## src/rtl/pwr_mgr_pkg.sv

```systemverilog
package pwr_mgr_pkg;

   // State codes are visible on the state output
   typedef enum logic [2:0] {
      PS_RUN   = 3'd0,
      PS_R2I   = 3'd1,
      PS_IDLE  = 3'd2,
      PS_I2R   = 3'd3,
      PS_SHUT  = 3'd4,
      PS_SLEEP = 3'd5,
      PS_S2R   = 3'd6
   } pstate_e;

   // Accounting classes
   localparam int NUM_CLASS = 4;
   localparam int CL_RUN    = 0;
   localparam int CL_IDLE   = 1;
   localparam int CL_SLEEP  = 2;
   localparam int CL_TRANS  = 3;

endpackage

```

## src/rtl/pm_dwell_timer.sv

```systemverilog
// Counts consecutive enabled cycles, clears when disabled, saturates.
module pm_dwell_timer #(
   parameter int W = 16
) (
   input  logic         clk,
   input  logic         rst_n,
   input  logic         en_i,
   output logic [W-1:0] cnt_o
);
   localparam logic [W-1:0] MAXV = '1;

   logic [W-1:0] cnt_q;

   always_ff @(posedge clk) begin
      if (!rst_n)            cnt_q <= '0;
      else if (!en_i)        cnt_q <= '0;
      else if (cnt_q != MAXV) cnt_q <= cnt_q + W'(1);
   end

   assign cnt_o = cnt_q;
endmodule

```

## src/rtl/pm_lat_counter.sv

```systemverilog
// Transition latency counter: loading L makes zero_o rise after max(L,1)-1
// further cycles, so a transition state lasts max(L,1) cycles.
module pm_lat_counter #(
   parameter int W = 16
) (
   input  logic         clk,
   input  logic         rst_n,
   input  logic         load_i,
   input  logic [W-1:0] val_i,
   output logic         zero_o
);
   logic [W-1:0] cnt_q;

   always_ff @(posedge clk) begin
      if (!rst_n)            cnt_q <= '0;
      else if (load_i)       cnt_q <= (val_i == '0) ? '0 : val_i - W'(1);
      else if (cnt_q != '0)  cnt_q <= cnt_q - W'(1);
   end

   assign zero_o = (cnt_q == '0);
endmodule

```

## src/rtl/pm_usage_acc.sv

```systemverilog
// Per-class saturating cycle counters for energy estimation.
module pm_usage_acc #(
   parameter int W   = 32,
   parameter int NCL = 4
) (
   input  logic                    clk,
   input  logic                    rst_n,
   input  logic [NCL-1:0]          cls_i,
   output logic [NCL-1:0][W-1:0]   acc_o
);
   localparam logic [W-1:0] MAXV = '1;

   for (genvar g = 0; g < NCL; g++) begin : g_cls
      logic [W-1:0] acc_q;
      always_ff @(posedge clk) begin
         if (!rst_n)                       acc_q <= '0;
         else if (cls_i[g] && acc_q != MAXV) acc_q <= acc_q + W'(1);
      end
      assign acc_o[g] = acc_q;
   end
endmodule

```

## src/rtl/pwr_state_mgr.sv

```systemverilog
module pwr_state_mgr #(
   parameter int CW    = 16,
   parameter int ACC_W = 32
) (
   input  logic             clk,
   input  logic             rst_n,
   input  logic             activity_i,
   input  logic             wake_irq_i,
   input  logic             pwr_fault_i,
   input  logic [CW-1:0]    idle_timeout_i,
   input  logic [CW-1:0]    break_even_i,
   input  logic [CW-1:0]    lat_run_idle_i,
   input  logic [CW-1:0]    lat_idle_run_i,
   input  logic [CW-1:0]    lat_sleep_in_i,
   input  logic [CW-1:0]    lat_sleep_out_i,
   output logic             ready_o,
   output logic [2:0]       state_o,
   output logic [ACC_W-1:0] run_cyc_o,
   output logic [ACC_W-1:0] idle_cyc_o,
   output logic [ACC_W-1:0] sleep_cyc_o,
   output logic [ACC_W-1:0] trans_cyc_o
);
   import pwr_mgr_pkg::*;

   localparam int TW = CW + 1;   // threshold width holds the latency sum

   if (CW < 2) begin : g_bad_cw
      $error("pwr_state_mgr: CW must be at least 2");
   end
   if (ACC_W < 2) begin : g_bad_acc
      $error("pwr_state_mgr: ACC_W must be at least 2");
   end

   pstate_e       state_q, state_d;
   logic          pend_q;
   logic          lat_load;
   logic [CW-1:0] lat_val;
   logic          lat_zero;
   logic [CW-1:0] inact_cnt;
   logic [TW-1:0] idle_cnt;
   logic [TW-1:0] lat_sum;
   logic [TW-1:0] sleep_thr;
   logic          wake_req;
   logic          inact_hit;
   logic          dwell_hit;

   // Break-even floor: never below shutdown plus wakeup delay
   assign lat_sum   = {1'b0, lat_sleep_in_i} + {1'b0, lat_sleep_out_i};
   assign sleep_thr = ({1'b0, break_even_i} > lat_sum) ? {1'b0, break_even_i} : lat_sum;

   pm_dwell_timer #(.W(CW)) u_inact (
      .clk   (clk),
      .rst_n (rst_n),
      .en_i  ((state_q == PS_RUN) && !activity_i),
      .cnt_o (inact_cnt)
   );

   pm_dwell_timer #(.W(TW)) u_idle (
      .clk   (clk),
      .rst_n (rst_n),
      .en_i  (state_q == PS_IDLE),
      .cnt_o (idle_cnt)
   );

   pm_lat_counter #(.W(CW)) u_lat (
      .clk    (clk),
      .rst_n  (rst_n),
      .load_i (lat_load),
      .val_i  (lat_val),
      .zero_o (lat_zero)
   );

   // timeout reached on this cycle of inactivity
   assign inact_hit = !activity_i &&
                      (({1'b0, inact_cnt} + TW'(1)) >= {1'b0, idle_timeout_i});
   // idle strictly longer than the threshold
   assign dwell_hit = (idle_cnt + TW'(1)) > sleep_thr;
   assign wake_req  = wake_irq_i | activity_i | pend_q;

   always_comb begin
      state_d  = state_q;
      lat_load = 1'b0;
      lat_val  = '0;
      unique case (state_q)
         PS_RUN: begin
            if (pwr_fault_i) begin
               state_d = PS_SHUT;  lat_load = 1'b1; lat_val = lat_sleep_in_i;
            end else if (inact_hit) begin
               state_d = PS_R2I;   lat_load = 1'b1; lat_val = lat_run_idle_i;
            end
         end
         PS_R2I, PS_I2R, PS_S2R: begin
            if (pwr_fault_i) begin
               state_d = PS_SHUT;  lat_load = 1'b1; lat_val = lat_sleep_in_i;
            end else if (lat_zero) begin
               state_d = (state_q == PS_R2I) ? PS_IDLE : PS_RUN;
            end
         end
         PS_IDLE: begin
            if (pwr_fault_i) begin
               state_d = PS_SHUT;  lat_load = 1'b1; lat_val = lat_sleep_in_i;
            end else if (wake_req) begin
               state_d = PS_I2R;   lat_load = 1'b1; lat_val = lat_idle_run_i;
            end else if (dwell_hit) begin
               state_d = PS_SHUT;  lat_load = 1'b1; lat_val = lat_sleep_in_i;
            end
         end
         PS_SHUT: begin
            if (lat_zero) state_d = PS_SLEEP;
         end
         PS_SLEEP: begin
            if (!pwr_fault_i && wake_req) begin
               state_d = PS_S2R;   lat_load = 1'b1; lat_val = lat_sleep_out_i;
            end
         end
         default: state_d = PS_RUN;
      endcase
   end

   always_ff @(posedge clk) begin
      if (!rst_n) begin
         state_q <= PS_RUN;
         pend_q  <= 1'b0;
      end else begin
         state_q <= state_d;
         // requests outside run are held until run is reached
         pend_q  <= (state_q == PS_RUN) ? 1'b0 : (pend_q | activity_i);
      end
   end

   // Energy accounting
   logic [NUM_CLASS-1:0]            cls;
   logic [NUM_CLASS-1:0][ACC_W-1:0] acc;

   always_comb begin
      cls = '0;
      unique case (state_q)
         PS_RUN:   cls[CL_RUN]   = 1'b1;
         PS_IDLE:  cls[CL_IDLE]  = 1'b1;
         PS_SLEEP: cls[CL_SLEEP] = 1'b1;
         default:  cls[CL_TRANS] = 1'b1;
      endcase
   end

   pm_usage_acc #(.W(ACC_W), .NCL(NUM_CLASS)) u_acc (
      .clk   (clk),
      .rst_n (rst_n),
      .cls_i (cls),
      .acc_o (acc)
   );

   assign run_cyc_o   = acc[CL_RUN];
   assign idle_cyc_o  = acc[CL_IDLE];
   assign sleep_cyc_o = acc[CL_SLEEP];
   assign trans_cyc_o = acc[CL_TRANS];

   assign ready_o = (state_q == PS_RUN);
   assign state_o = state_q;
endmodule

```

## config.mk

```make
export PLATFORM = sky130hd
export DESIGN_NAME = pwr_state_mgr
export DESIGN_NICKNAME = d
export VERILOG_FILES = /design/src/rtl/pwr_mgr_pkg.sv /design/src/rtl/pm_dwell_timer.sv /design/src/rtl/pm_lat_counter.sv /design/src/rtl/pm_usage_acc.sv /design/src/rtl/pwr_state_mgr.sv
export SDC_FILE = /design/constraint.sdc
export NUM_CORES = 1
export LEC_CHECK = 0
export ABC_AREA = 1
export ABC_CLOCK_PERIOD_IN_PS = 7100
export CORE_MARGIN = 3
export CORE_UTILIZATION = 25
export DETAILED_ROUTE_END_ITERATION = 10
export HOLD_SLACK_MARGIN = 0.15
export PLACE_DENSITY = 0.46
export SLEW_MARGIN = 20
export SYNTH_ARGS = -nofsm -noshare
export SYNTH_HDL_FRONTEND = slang
export SYNTH_HIERARCHICAL = 1
export SYNTH_SLANG_ARGS = --single-unit
export TNS_END_PERCENT = 10
```

## constraint.sdc

```tcl
create_clock -name clk -period 7.1 [get_ports clk]
set_input_delay 1.065 -clock clk [delete_from_list [all_inputs] [get_ports clk]]
set_output_delay 1.065 -clock clk [all_outputs]
set_load 0.03 [all_outputs]
```

Word level (Yosys, flattened, before mapping) --
Index checks and enable logic that the tools add are counted.
Word-level totals: register bits 181, input port bits 101, output and inout bits 132, logic and storage cells 98
Cells by class: add/subtract/negate cells 10, $lt $le $gt $ge 3, equality and inequality tests 17, muxes and demuxes 35, bitwise gates (word level) 4, reduce and logical (&&, ||, !) cells 20
Operators with widths (count):
- two-way mux 16 bit | 10
- adder 32 x 1 -> 32 bit, second input constant | 4
- != test 32 bit, second input constant | 4
- case mux 16 bit (4 select lines) | 1
- zero test 16 bit | 2
- subtractor 16 x 1 -> 16 bit, second input constant | 2
- two-way mux 3 bit | 9
- adder 16 x 1 -> 17 bit, second input constant | 1
- adder 16 x 16 -> 17 bit | 1
- adder 17 x 1 -> 17 bit, second input constant | 1
- >= comparator 17 x 16 -> 1 bit | 1
- greater-than comparator 16 x 17 -> 1 bit | 1
- greater-than comparator 17 bit | 1
- two-way mux 17 bit | 1
- != test 17 bit, second input constant | 1
- adder 16 x 1 -> 16 bit, second input constant | 1
- != test 16 bit, second input constant | 1
- nonzero test 16 bit | 1
- case mux 3 bit (5 select lines) | 1
- two-way mux 1 bit | 11
- equality test 3 bit, second input constant | 3
- logical AND 1 bit | 7
- equality test 3 x 2 -> 1 bit, second input constant | 2
- OR reduction 3 bit | 2
- 15 further kinds | 20

Depth between registers and ports, before layout --
depth in word-level cells 11, depth in mapped cells 47, depth with buffers taken out 46

Cells and area by module --
The synthesis kept the hierarchy.
Modules (own cells, without submodules):
- pm_usage_acc | instances 1, cells each 1251, area each 7478.4 µm², sequential area each 2562.5 µm²
- pwr_state_mgr | instances 1, cells each 729, area each 4247.8 µm², sequential area each 80.1 µm²
- pm_lat_counter | instances 1, cells each 263, area each 1557.7 µm², sequential area each 320.3 µm²
- pm_dwell_timer at u_idle | instances 1, cells each 140, area each 940.9 µm², sequential area each 340.3 µm²
- pm_dwell_timer at u_inact | instances 1, cells each 140, area each 924.6 µm², sequential area each 320.3 µm²

Worst setup path before layout --
No wires, ideal clock.
kind input to register, start in lat_sleep_in_i[0], end reg u_lat.cnt_q[7], library setup time 0.116 ns, arrival time 6.111 ns, required time 6.984 ns, slack 0.872 ns, stages 45, path buffers 2, cells stage by stage ha_1 > fa_1 > nand3_1 > nand3_2 > nand2_1 > nand2_2 > nand2_1 > nand3_1 > a21oi_1 > xor2_1 > ha_1 > inv_1 > nor3_2 > nand2_1 > nand2_1 > nand2_1 > nand2_1 > nand2_1 > [... 9 more ...] > nor3_1 > nand3_1 > clkbuf_1 > nand3_1 > a21oi_1 > nor2_1 > o21ai_1 > inv_1 > ha_1 > nand2_2 > nor2_8 > nand3b_4 > nand2_4 > inv_2 > nand2_1 > nand2_1 > nand2_1 > nor2_2
Between the ends: word-level cells in the longest chain between the ends 11, elaborated cells between the ends (all ways) 19, those cells by class add/sub: 2; order compare: 2; mux: 13; reduce/logical: 2
Ends and longest elaborated chain:
- start: declaration | RTL line pwr_state_mgr.sv:14 | input logic [CW-1:0] lat_sleep_in_i,
- adder 16 x 16 -> 17 bit | RTL line pwr_state_mgr.sv:48 | assign lat_sum = {1'b0, lat_sleep_in_i} + {1'b0, lat_sleep_out_i};
- greater-than comparator 16 x 17 -> 1 bit | RTL line pwr_state_mgr.sv:49 | assign sleep_thr = ({1'b0, break_even_i} > lat_sum) ? {1'b0, break_even_i} : lat_sum;
- two-way mux 17 bit | RTL line pwr_state_mgr.sv:49
- greater-than comparator 17 bit | RTL line pwr_state_mgr.sv:77 | assign dwell_hit = (idle_cnt + TW'(1)) > sleep_thr;
- two-way mux 16 bit | RTL line pwr_state_mgr.sv:104 | end else if (dwell_hit) begin
- two-way mux 16 bit | RTL line pwr_state_mgr.sv:102 | end else if (wake_req) begin
- two-way mux 16 bit | RTL line pwr_state_mgr.sv:100 | if (pwr_fault_i) begin
- case mux 16 bit (4 select lines) * | RTL line pwr_state_mgr.sv:84 | unique case (state_q)
- named net lat_val[0] | RTL line pwr_state_mgr.sv:37 | logic [CW-1:0] lat_val;
- subtractor 16 x 1 -> 16 bit / zero test 16 bit (equally long branches) | RTL line pm_lat_counter.sv:16 | else if (load_i) cnt_q <= (val_i == '0) ? '0 : val_i - W'(1);
- two-way mux 16 bit * (2 in a row) | RTL line pm_lat_counter.sv:16
- end signal: assignment | RTL line pm_lat_counter.sv:16
- end signal: assignment | RTL line pm_lat_counter.sv:17 | else if (cnt_q != '0) cnt_q <= cnt_q - W'(1);
- end: declaration | RTL line pm_lat_counter.sv:12 | logic [W-1:0] cnt_q;
The timed path passes the listed nets; every way through them passes the cells marked *. A chain may end at the register's enable or synchronous reset.

Worst setup path after layout --
start in lat_sleep_in_i[0], end reg u_lat.cnt_q[15]
Between the ends: word-level cells in the longest chain between the ends 11, elaborated cells between the ends (all ways) 19, those cells by class add/sub: 2; order compare: 2; mux: 13; reduce/logical: 2
Ends and longest elaborated chain (RTL line):
- adder 16 x 16 -> 17 bit * | pwr_state_mgr.sv:48
- greater-than comparator 16 x 17 -> 1 bit | pwr_state_mgr.sv:49
- two-way mux 17 bit * | pwr_state_mgr.sv:49
- greater-than comparator 17 bit * | pwr_state_mgr.sv:77
- two-way mux 16 bit * | pwr_state_mgr.sv:104
- two-way mux 16 bit * | pwr_state_mgr.sv:102
- two-way mux 16 bit * | pwr_state_mgr.sv:100
- case mux 16 bit (4 select lines) * | pwr_state_mgr.sv:84
- named net lat_val[12] | pwr_state_mgr.sv:37
- subtractor 16 x 1 -> 16 bit / zero test 16 bit (equally long branches) | pm_lat_counter.sv:16
- two-way mux 16 bit * (2 in a row) | pm_lat_counter.sv:16
Marks and branches as above.

==> flow_summary.yaml <==
global_routing:
  grt_use_total: 0.168
  met1_usage: 0.222
  met3_usage: 0.0294
  grt_pass1_vias: 15818
  grtUsageMet2: 0.277
  grt-busiest-layer: "met2"
  grt_pass1_wl_um: 85400
  grt_overflow: 0
  antenna_found_initial: 0
  grt_max_degree: 72
sta:
  slew_violations: 0
  rsz0062_at_grt: "no"
  relSlewSlack: 0.363
  fin_worst_skew_ps: 9.64
  post-route-min-period_ps: 6540
  worstMarginPinSlew_ps: 952
  fin_ws_ps: 562
  finalSetupViolCount: 0
  hold_viol_final: 0
  min_period_over_period: 0.921
  max_freq_ghz: 0.153
  setup_tns_ps: 0
die:
  initial_utilization: 0.255
  ioPinCount: 233
  die_h_um: 252
  rows: 89
  die_x_um: 252
  core_area_um2: 59500
  die-area_um2: 63600
clock_network:
  clock_sinks: 181
  cts_tree: "done"
  cts_buffer_depth: 2
  htreeDepth: 4
  cts.reportedPaths.clkPinSlew_ps: 70
  cts_buffers: 17
  root_buffer: "clkbuf_16"
  clk-insertion-delay-late_ps: 480
power_and_ir_drop:
  vdd_drop_max_mv: 0.169
  total_power_uw: 3920
  pwr_density_cell_nw_per_um2: 206
  p_leak_uw: 0.00800
worst_setup_path:
  required_ps: 7510
  cp.depth: 39
  worst-path-buf-inv: 5
  crit_type: "in -> reg"
  cp_top_family: "simple AND/OR/NAND/NOR gates"
  crit_path_start_kind: "input pin"
  end_kind: "flip-flop"
  reg2reg_depth: 28
  reg2reg_to: "u_lat/cnt_q[15]$_SDFFE_PN0P_"
  cp_slowest_cell: "clkdlybuf4s50_1"
  critPathCapture: "u_lat/cnt_q[15]$_SDFFE_PN0P_"
  slowest_delay_ps: 450
  path_common_cell: "nand2_1"
  reg2reg_slack_ps: 2480
  crit_start: "lat_sleep_in_i[0]"
  rr_startpoint: "u_idle/cnt_o[0]$_SDFFE_PN0P_"
  worst-path-max-fanout: 17
  cp_data_arrival_time_ps: 6950
final_layout:
  finalInstanceArea_um2: 19100
  drive_above_1_share: 0.0788
  multi_input_area_um2: 10200
  syn_to_final_growth_pct: 25.8
  regArea_um2: 3620
  nets: 2934
  antenna_cells: 0
  stdcell_count: 3540
  n_fill_cell: 6634
place:
  place_area_um2: 18400
  gp_congestion: 0.892
  io_buffers: 232
  place_inst: 3506
  dp_slack_ps: -66.8
  hpwl_um: 42500
synth:
  synth-seq-cells: 181
  synth_cells: 2523
  avgSynthCellArea_um2: 6.00
  synth-main-ff-cell: "dfxtp_1"
  yosys.cell_types.count: 51
  async_flop_share: 0
  syn_nets: 2702
  yosys_warnings: 6
  ys_seq_area_frac: 0.239
  synth_enable_flop_cells: 0
  synth_area_um2: 15100
drt:
  drc: 0
  vias: 16762
  drtIter0Drc: 899
  wl_per_cell_um: 15.2
  viasPerCell: 4.74
  detail-route-antenna-nets: 0
  wirelength_um: 53900
  drtPass1Iterations: 7
outcome:
  status: "finished, final reports clean"
run:
  maxCapViolCount: 0
worst_hold_path:
  holdCritStartpoint: "u_acc/g_cls[2].acc_q[1]$_SDFFE_PN0P_"
  min-delay-path-class: "reg -> reg"
cell usage after synthesis, types with 20 or more instances:
cell / number / share of area
nand3_2: 21 / 0.014
o21ai_0: 48 / 0.016
xor2_1: 36 / 0.021
a31oi_1: 20 / 0.0083
nand2_1: 649 / 0.16
dfxtp_1: 181 / 0.24
inv_1: 273 / 0.068
nor2_2: 25 / 0.010
ha_1: 77 / 0.064
nand3_1: 234 / 0.077
nand2_2: 23 / 0.0095
a21oi_1: 155 / 0.051
xnor2_1: 20 / 0.012
nor2_1: 475 / 0.12
clkbuf_1: 26 / 0.0064
nand4_1: 64 / 0.026
through the flow:
step | hold WS (ps) | util
global placement | 511 | 0.309
global route | 554 | 0.321
CTS | 522 | 0.320
finish | 520 | 0.321
detailed placement | 514 | 0.309
floorplan | 464 | -
placed cells by master (no fill, tap or decap), types with 18 or more instances in the layout:
cell type,synthesis,layout
nand2_1,649,648
nor2_1,475,473
inv_1,273,273
nand3_1,234,233
clkdlybuf4s50_1,0,231
dfxtp_1,181,181
a21oi_1,155,154
ha_1,77,77
nand4_1,64,64
o21ai_0,48,43
xor2_1,36,36
buf_4,3,36
nor2_2,25,27
nand2_2,23,24
o21ai_1,18,23
nand3_2,21,20
a31oi_1,20,20
xnor2_1,20,19
nor3_1,18,18
nor2_4,18,18
state kept, by name, indices dropped and copies added, names as in the netlist:
name,cells
u_inact/cnt_o,16
u_acc/g_cls.acc_q,128
u_idle/cnt_o,17
state_o,3
pend_q,1
u_lat/cnt_q,16
kinds of logic (layout without fill, tap and decap cells):
family,after synthesis,after routing,synth area share
flip-flops,181,181,0.239
buffers and inverters,349,592,0.0942
AND/OR/NAND/NOR,1573,1574,0.465
adder cells (fa/ha/maj),78,78,0.0649
XOR/XNOR,56,56,0.0324
AO/OA/AOI/OAI,286,286,0.105
worst min path at each step:
stage                                                 endpoint  slack [ps]  cells past startpoint
final                     u_acc/g_cls[2].acc_q[1]$_SDFFE_PN0P_         520                      2
after detailed placement  u_acc/g_cls[2].acc_q[1]$_SDFFE_PN0P_         510                      2
after global routing      u_acc/g_cls[2].acc_q[1]$_SDFFE_PN0P_         550                      2
after floorplan                   u_lat/cnt_q[10]$_SDFFE_PN0P_         460                      2
after global placement            u_lat/cnt_q[10]$_SDFFE_PN0P_         510                      2
after CTS                         u_lat/cnt_q[10]$_SDFFE_PN0P_         520                      2
worst reg2reg max path, delay by kind of cell (launching register included):
kind / cells / cell delay [ps]
AND/OR/NAND/NOR: 19 / 2370
AO/OA/AOI/OAI: 3 / 610
adder cells (fa/ha/maj): 2 / 540
flip-flops: 1 / 480
buffers and inverters: 3 / 380
XOR/XNOR: 1 / 140
cell type report:
| type | count | area share |
|---|---|---|
| Sequential cell | 181 | 0.190 |
| Inverter | 293 | 0.0580 |
| Clock inverter | 6 | 0.00604 |
| Clock buffer | 25 | 0.0260 |
| Timing Repair Buffer | 268 | 0.137 |
| Multi-Input combinational cell | 1994 | 0.533 |
| Tap cell | 773 | 0.0507 |
repair_timing:
action	4_1_cts	5_1_grt
setup endpoints to repair	0	16
hold buffers	0	0
resized for setup	0	10
setup buffers	0	2
layer usage:
layer / share of wire / wire length [µm]
met1: 0.47 / 25400
met5: 0 / 0
met2: 0.46 / 24800
met3: 0.046 / 2500
met4: 0.024 / 1270
power by group:
part	switching (µW)	internal [µW]
clock	442	592
combinational	1110	621
sequential	84.0	1080
(Power assumes the default switching activity.)
